<file path="src/rtl/sigc_pkg.sv">
package sigc_pkg;
  typedef enum logic [1:0] {
    MD_IDLE    = 2'd0,
    MD_COMPACT = 2'd1,
    MD_ACCESS  = 2'd2
  } sigc_mode_e;

  function automatic sigc_mode_e decode_mode(input logic [1:0] code);
    case (code)
      2'd1:    return MD_COMPACT;
      2'd2:    return MD_ACCESS;
      default: return MD_IDLE;
    endcase
  endfunction
endpackage

</file>
<file path="src/rtl/sigc_mode_reg.sv">
module sigc_mode_reg
  import sigc_pkg::*;
(
  input  logic       clk,
  input  logic       rst,
  input  logic       wr,
  input  logic [1:0] code,
  output sigc_mode_e mode
);
  always_ff @(posedge clk) begin
    if (rst)     mode <= MD_IDLE;
    else if (wr) mode <= decode_mode(code);
  end
endmodule

</file>
<file path="src/rtl/sigc_next.sv">
module sigc_next
  import sigc_pkg::*;
#(
  parameter int              W    = 16,
  parameter logic [W-1:0]    POLY = 16'h8408
) (
  input  logic [W-1:0] cur,
  input  logic         din,
  input  sigc_mode_e   mode,
  output logic [W-1:0] nxt
);
  logic         fb;
  logic [W-1:0] comp_v;
  logic [W-1:0] acc_v;

  assign fb = cur[0] ^ din;

  genvar i;
  generate
    for (i = 0; i < W; i++) begin : g_bit
      if (i == W-1) begin : g_top
        assign comp_v[i] = fb & POLY[i];
        assign acc_v[i]  = din;
      end else begin : g_low
        assign comp_v[i] = cur[i+1] ^ (fb & POLY[i]);
        assign acc_v[i]  = cur[i+1];
      end
    end
  endgenerate

  always_comb begin
    case (mode)
      MD_COMPACT: nxt = comp_v;
      MD_ACCESS:  nxt = acc_v;
      default:    nxt = cur;
    endcase
  end
endmodule

</file>
<file path="src/rtl/sigc_state_reg.sv">
module sigc_state_reg #(
  parameter int W = 16
) (
  input  logic         clk,
  input  logic         rst,
  input  logic         en,
  input  logic [W-1:0] d,
  output logic [W-1:0] q
);
  always_ff @(posedge clk) begin
    if (rst)     q <= '0;
    else if (en) q <= d;
  end
endmodule

</file>
<file path="src/rtl/sig_compactor.sv">
module sig_compactor
  import sigc_pkg::*;
#(
  parameter int           W    = 16,
  parameter logic [W-1:0] POLY = 16'h8408
) (
  input  logic       clk,
  input  logic       rst,
  input  logic       mode_wr,
  input  logic [1:0] mode_code,
  input  logic       shift_en,
  input  logic       path_in,
  output logic       chain_out
);
  sigc_mode_e   mode_q;
  logic [W-1:0] sig_q;
  logic [W-1:0] sig_d;

  sigc_mode_reg u_mode (
    .clk  (clk),
    .rst  (rst),
    .wr   (mode_wr),
    .code (mode_code),
    .mode (mode_q)
  );

  sigc_next #(.W(W), .POLY(POLY)) u_next (
    .cur  (sig_q),
    .din  (path_in),
    .mode (mode_q),
    .nxt  (sig_d)
  );

  sigc_state_reg #(.W(W)) u_state (
    .clk (clk),
    .rst (rst),
    .en  (shift_en),
    .d   (sig_d),
    .q   (sig_q)
  );

  // Only access mode puts the register into the path
  assign chain_out = (mode_q == MD_ACCESS) ? sig_q[0] : path_in;
endmodule

</file>
<file path="config.mk">
export PLATFORM = sky130hd
export DESIGN_NAME = sig_compactor
export DESIGN_NICKNAME = d
export VERILOG_FILES = /design/src/rtl/sigc_pkg.sv /design/src/rtl/sigc_mode_reg.sv /design/src/rtl/sigc_next.sv /design/src/rtl/sigc_state_reg.sv /design/src/rtl/sig_compactor.sv
export SDC_FILE = /design/constraint.sdc
export NUM_CORES = 1
export LEC_CHECK = 0
export BUFFER_PORTS_ARGS = -buffer_cell sky130_fd_sc_hd__buf_4
export CAP_MARGIN = 5
export CORE_AREA = 4 4 47 49
export DETAILED_ROUTE_END_ITERATION = 10
export DIE_AREA = 0 0 51 53
export GPL_ROUTABILITY_DRIVEN = 0
export SYNTH_ARGS = -nofsm -noshare
export SYNTH_HDL_FRONTEND = slang
export SYNTH_SLANG_ARGS = --single-unit
</file>
<file path="constraint.sdc">
create_clock -name clk -period 1.4 [get_ports clk]
set_clock_uncertainty 0.05 [all_clocks]
set_input_delay 0.28 -clock clk [delete_from_list [all_inputs] [get_ports clk]]
set_output_delay 0.28 -clock clk [all_outputs]
set_load 0.02 [all_outputs]
</file>
==> results of run 1 <==
==> repair_timing <==
| action | in CTS | in global routing |
|---|---|---|
| hold endpoints to repair | 0 | 0 |
| buffers inserted | 1 | 1 |
| pin swaps | 1 | 3 |
| cloned | 0 | 1 |
| endpoints found under the setup margin | 1 | 7 |
| resized for setup | 7 | 5 |
==> cells by family (layout without fill, tap and decap cells) <==
group / after synthesis / count (layout) / share of synthesized area, %
adder cells (fa/ha/maj): 1 / 1 / 1.78
buffers and inverters: 6 / 20 / 3.55
AND/OR/NAND/NOR: 38 / 38 / 23.8
XOR/XNOR: 2 / 2 / 2.49
flip-flops: 18 / 18 / 51.2
multiplexers: 1 / 1 / 1.60
AO/OA/AOI/OAI: 20 / 20 / 15.6
==> sequential cells by signal, indices dropped and copies added (netlist names) <==
name	count
u_mode.mode	2
u_state.q	16
==> worst paths after layout <==
check,depth (start not counted),endpoint,start
worst max register to register,6,u_state.q[3]$_SDFFE_PP0P_,u_mode.mode[0]$_SDFFE_PP0P_
worst min-delay path,3,u_mode.mode[1]$_SDFFE_PP0P_,mode_code[0]
worst max-delay path,4,chain_out,u_mode.mode[0]$_SDFFE_PP0P_
worst min register to register,2,u_state.q[14]$_SDFFE_PP0P_,u_state.q[15]$_SDFFE_PP0P_
==> synthesized netlist by cell type (all sizes together) <==
cell,n,share of area (%)
nand2,26,14
dfxtp,18,51
a21oi,15,11
buf,3,2.0
nand2b,3,2.7
nor2,3,1.6
a311oi,2,2.5
clkbuf,2,1.1
nand3b,2,2.1
nor2b,2,1.8
o21ai,2,1.4
or3,2,1.8
xnor2,2,2.5
a211oi,1,1.1
ha,1,1.8
inv,1,0.53
mux2,1,1.6
==> routing by layer <==
metal | GRT usage, % | vias up
li1 | - | 316
met4 | 6.73 | 0
met5 | 0 | -
met2 | 14.8 | 13
met3 | 2.54 | 6
met1 | 14.1 | 278
==> placed cells by master, fill, tap and decap left out <==
cell      netlist  final
a211oi_2        0      1
dfxtp_1        18     16
buf_4           0     12
dfxtp_2         0      2
nor2b_2         0      1
clkbuf_4        0      3
nand3b_1        2      2
ha_4            0      1
buf_6           0      3
a21oi_1        15     15
mux2_4          0      1
xnor2_1         2      2
nor2b_1         2      1
nand2_1        26     26
inv_2           0      1
or3_1           2      2
a311oi_1        2      2
buf_2           2      1
o21ai_0         2      2
nor2_1          3      3
nand2b_1        3      3
==> per-stage QoR <==
stage,hold slack [ns],instance area (sq um),power [mW]
final,0.185,895,0.883
after global routing,0.205,895,0.911
after CTS,0.197,867,0.868
after detailed placement,0.397,815,0.611
after global placement,0.391,815,0.610
after floorplan,0.382,704,0.577
==> power groups by stage <==
stage | Sequential [mW] | Clock [mW] | Combinational (mW)
2_1_floorplan | 0.534 | 0 | 0.0430
3_3_place_gp | 0.535 | 0 | 0.0758
3_5_place_dp | 0.535 | 0 | 0.0761
4_1_cts | 0.524 | 0.261 | 0.0828
5_1_grt | 0.525 | 0.284 | 0.102
6_report | 0.524 | 0.266 | 0.0923
==> tightest hold or removal path, stage by stage <==
cell	delay, ns
buf_4	0.08
nand3b_1	0.09
a21oi_1	0.06
==> final cells by class <==
class | count | area (sq um)
inverters | 1 | 3.75
repair buffers | 16 | 129
well taps | 27 | 33.8
flip-flops and latches | 18 | 363
clock buffers | 3 | 22.5
fillers | 197 | 967
multi-input cells | 62 | 343
==> results.toml, run 1 <==
[run_status]
status = "finished, violations left"
violations = "negative setup slack"

[setup_path]
start_kind = "register"
cp.required_ns = 1.07
crit_slowest_cell = "dfxtp_2"
cp_max_fo = 2
arrival_ns = 1.26
reg2reg_slack_ns = -0.09
path_delay_family = "flip-flops"
end_kind = "output port"
critPathMaxStageDelay_ns = 0.35
worstSetupPathType = "reg2out"
cp_num_buf_inv = 2
cp_cell_sequence = "inv_2 > ha_4 > mux2_4 > buf_6"

[place]
dpl.cell_count = 121
pre_cts_ws_ns = -0.000932
dp_hpwl_microns = 868
port_buffers = 7

[route]
top_layer = "met4"
num_vias = 613
drtIter0Drc = 13
finalWirelength_microns = 1420
viasPerCell = 4.83
wirelength_met1_microns = 624
dr.pass1.iters = 4
ant_nets = 0
avgRoutedWirePerCell_microns = 11.2
drc = 0
wl_met3_microns = 73
wl_met2_microns = 687

[synthesis]
synth_nets = 94
ys_seq_area_share_pct = 51.2
synth_area_sq_um = 704
ys.warnings.count = 0
synth.distinct_cells = 18
synthCells = 86
synth-seq-cells = 18
avgSynthCellArea_sq_um = 8.19

[floorplanning]
dieArea_sq_um = 2700
row_count = 16
core-area_sq_um = 1860
initial_core_util_pct = 37.8
die_w_microns = 51
ios = 8
die_h_microns = 53

[timing]
worst_slack_ns = -0.195
fin_tns_setup_ns = -0.354
fin_crit_ns = 1.59
setup_viol = 3
hold_viol_final = 0
fmax_mhz = 627
rsz0062_at_grt = "true"
slew_headroom_pct = 78.4
tightest_slew_ns = 0.322
period_share_pct = 114
drv_slew = 0

[layout]
drive_above_1_share_pct = 26.0
antennaDiodeCount = 0
area_growth_pct = 27.0
fin_cells = 127
utilization_pct = 48.1
final_nets = 110

[global_route]
grt.total_usage_pct = 10.5
grt_max_degree = 19
antenna_found_initial = 0
grt_pass1_wl_microns = 2130
overflow = 0
first_global_vias = 516

[clock_tree]
clock_latency_ns = 0.30
cts_sinks = 18
clock_path_buffers = 2
clk_pin_slew_worst_paths_ns = 0.10
cts_tree = "yes"
htree_levels = 1
cts_root_buf = "clkbuf_4"
ctsHoldBuffers = 0
cts_buffers = 3

[pwr]
peakVddDrop_mv = 0.703
switching_share_pct = 24.3
pwr-share-seq_pct = 59.4
internal_power_mw = 0.668
p_clk_share_pct = 30.2
power_leakage_nw = 0.314
p_per_area_nw_per_um2 = 987
p_sw_mw = 0.214
power_frac_comb_pct = 10.5

[job]
drv_cap = 0

[worst_hold_path]
worstHoldPathType = "in2reg"
Note: power is estimated with default switching activity, not from simulation.
==> run 2, diff against run 1 <==
- CELL_PAD_IN_SITES_DETAIL_PLACEMENT: not set -> 1
- CELL_PAD_IN_SITES_GLOBAL_PLACEMENT: not set -> 2
- CORE_AREA: 4 4 47 49 -> 4 4 56 58
- DIE_AREA: 0 0 51 53 -> 0 0 60 62
- PLACE_DENSITY_LB_ADDON: not set -> 0.1
==> results.toml, run 2 (synthesis gave the netlist of run 1 again) <==
[setup_path]
regToRegEndpoint = "u_state.q[10]$_SDFFE_PP0P_"
worstSetupPathType = "reg2out"
reg2reg_slack_ns = 0.05
cp_num_buf_inv = 2
rr_startpoint = "u_mode.mode[0]$_SDFFE_PP0P_"
end_kind = "output port"
rr_worst_depth = 5
cp.required_ns = 1.07
arrival_ns = 1.25
critPathMaxStageDelay_ns = 0.34
path_delay_family = "flip-flops"
cp_max_fo = 2
start_kind = "register"
crit_slowest_cell = "dfxtp_2"
cp_cell_sequence = "inv_2 > ha_4 > mux2_4 > buf_6"

[global_route]
first_global_vias = 623
overflow = 0
antenna_found_initial = 0
grt_max_degree = 19
grt_pass1_wl_microns = 2730
grt.total_usage_pct = 10.1

[layout]
layout_common_cells = "nand2_1 (26), dfxtp_1 (16), a21oi_1 (15)"
area_growth_pct = 33.6
fin_cells = 133
layout_commonest_cell = "nand2_1"
num-fill-cells = 331
largest_register = "u_state.q"
reg_top3 = "u_state.q: 16 flops, u_mode.mode: 2 flops"
drive_above_1_share_pct = 30.4
stdcell_area_sq_um = 941
largest_register_ffs = 16
final_nets = 112
antennaDiodeCount = 0

[place]
place_area_sq_um = 847
port_buffers = 7
dpl.cell_count = 127
dp_hpwl_microns = 1120
pre_cts_ws_ns = -0.0144

[clock_tree]
cts_buffers = 3
htree_levels = 1
clock_path_buffers = 2
cts_sinks = 18
cts_root_buf = "clkbuf_4"
cts_tree = "yes"
clk_pin_slew_worst_paths_ns = 0.10
ctsHoldBuffers = 0
clock_latency_ns = 0.28

[timing]
fin_crit_ns = 1.58
fin_tns_setup_ns = -0.178
period_share_pct = 113
setup_viol = 1
rsz0062_at_grt = "true"
drv_slew = 0
tightest_slew_ns = 0.319
hold_viol_final = 0
fmax_mhz = 634
slew_headroom_pct = 78.6
worst_slack_ns = -0.178

[pwr]
power_leakage_nw = 0.329
power_frac_comb_pct = 12.0
pwr-share-seq_pct = 59.3
internal_power_mw = 0.677
peakVddDrop_mv = 0.359
p_per_area_nw_per_um2 = 941
switching_share_pct = 23.5
p_clk_share_pct = 28.8
p_sw_mw = 0.208

[route]
num_vias = 604
drc = 0
avgRoutedWirePerCell_microns = 12.5
viasPerCell = 4.54
drtIter0Drc = 22
ant_nets = 0
finalWirelength_microns = 1660
dr.pass1.iters = 2

[floorplanning]
ios = 8
die_h_microns = 62
core-area_sq_um = 2660
die_w_microns = 60
initial_core_util_pct = 26.5
row_count = 19
dieArea_sq_um = 3720

[worst_hold_path]
holdPathEnd = "u_mode.mode[1]$_SDFFE_PP0P_"
min_from = "mode_code[0]"
worstHoldPathType = "in2reg"
min_path_cells = 3

[job]
drv_cap = 0

[run_status]
violations = "negative setup slack"
status = "finished, violations left"
## run 2: cell count changes in the layout (fill, tap and decap cells not counted)
| cell | delta |
|---|---|
| buf_4 | +2 |
| or3_4 | +2 |
| buf_12 | +1 |
| a211oi_2 | -1 |
| a311oi_1 | -2 |
| or3_1 | -2 |
| buf_6 | -1 |
| a211oi_1 | +1 |
| a311oi_2 | +2 |
## run 2: metal layers
layer / global-route usage (%) / vias up / wire (microns) / share of wire, %
met5: 0 / - / 0 / 0
met4: 6.65 / 0 / 17 / 1.0
met3: 2.48 / 2 / 37 / 2.2
met2: 16.0 / 3 / 848 / 51
met1: 12.2 / 283 / 761 / 46
li1: - / 316 / - / -
## run 2: cell type report
class / count / area, sq um / share of cell area [%]
Timing Repair Buffer: 18 / 153 / 16.2
Inverter: 1 / 3.75 / 0.399
Multi-Input combinational cell: 62 / 360 / 38.3
Clock buffer: 3 / 22.5 / 2.39
Tap cell: 31 / 38.8 / 4.12
Sequential cell: 18 / 363 / 38.6
## run 2: metrics by stage
stage | hold WS (ns) | util, % | power [mW]
floorplan | 0.382 | - | 0.577
global placement | 0.390 | 31.8 | 0.622
detailed placement | 0.399 | 31.8 | 0.622
CTS | 0.195 | 33.8 | 0.895
global route | 0.198 | 35.3 | 0.943
finish | 0.206 | 35.3 | 0.885
## run 2: power by group through the flow
stage                     clock [mW]  combinational, mW  sequential, mW
after global routing           0.301              0.116           0.526
after detailed placement           0             0.0867           0.535
final                          0.254              0.106           0.524
after CTS                      0.276             0.0942           0.525
after floorplan                    0             0.0430           0.534
after global placement             0             0.0871           0.535
## run 2: tightest hold or removal path, stage by stage
cell,delay [ns]
buf_4,0.08
nand3b_1,0.09
a21oi_1,0.06
## run 2: worst max path at each step
stage                                       endpoint  slack (ns)  cells past startpoint                        start
after global routing                       chain_out       -0.25                      4  u_mode.mode[0]$_SDFFE_PP0P_
after global placement     u_state.q[3]$_SDFFE_PP0P_      -0.008                      6  u_mode.mode[0]$_SDFFE_PP0P_
after detailed placement  u_state.q[10]$_SDFFE_PP0P_       -0.01                      6  u_mode.mode[0]$_SDFFE_PP0P_
final                                      chain_out       -0.18                      4  u_mode.mode[0]$_SDFFE_PP0P_
after CTS                                  chain_out       -0.19                      4  u_mode.mode[0]$_SDFFE_PP0P_
after floorplan            u_state.q[0]$_SDFFE_PP0P_        0.04                      7  u_mode.mode[0]$_SDFFE_PP0P_
## run 2: repair_timing
| action | CTS | global route |
|---|---|---|
| resized for setup | 7 | 6 |
| gates cloned | 0 | 1 |
| pin swaps | 1 | 2 |
| setup buffers | 1 | 1 |
| endpoints found under the setup margin | 13 | 12 |
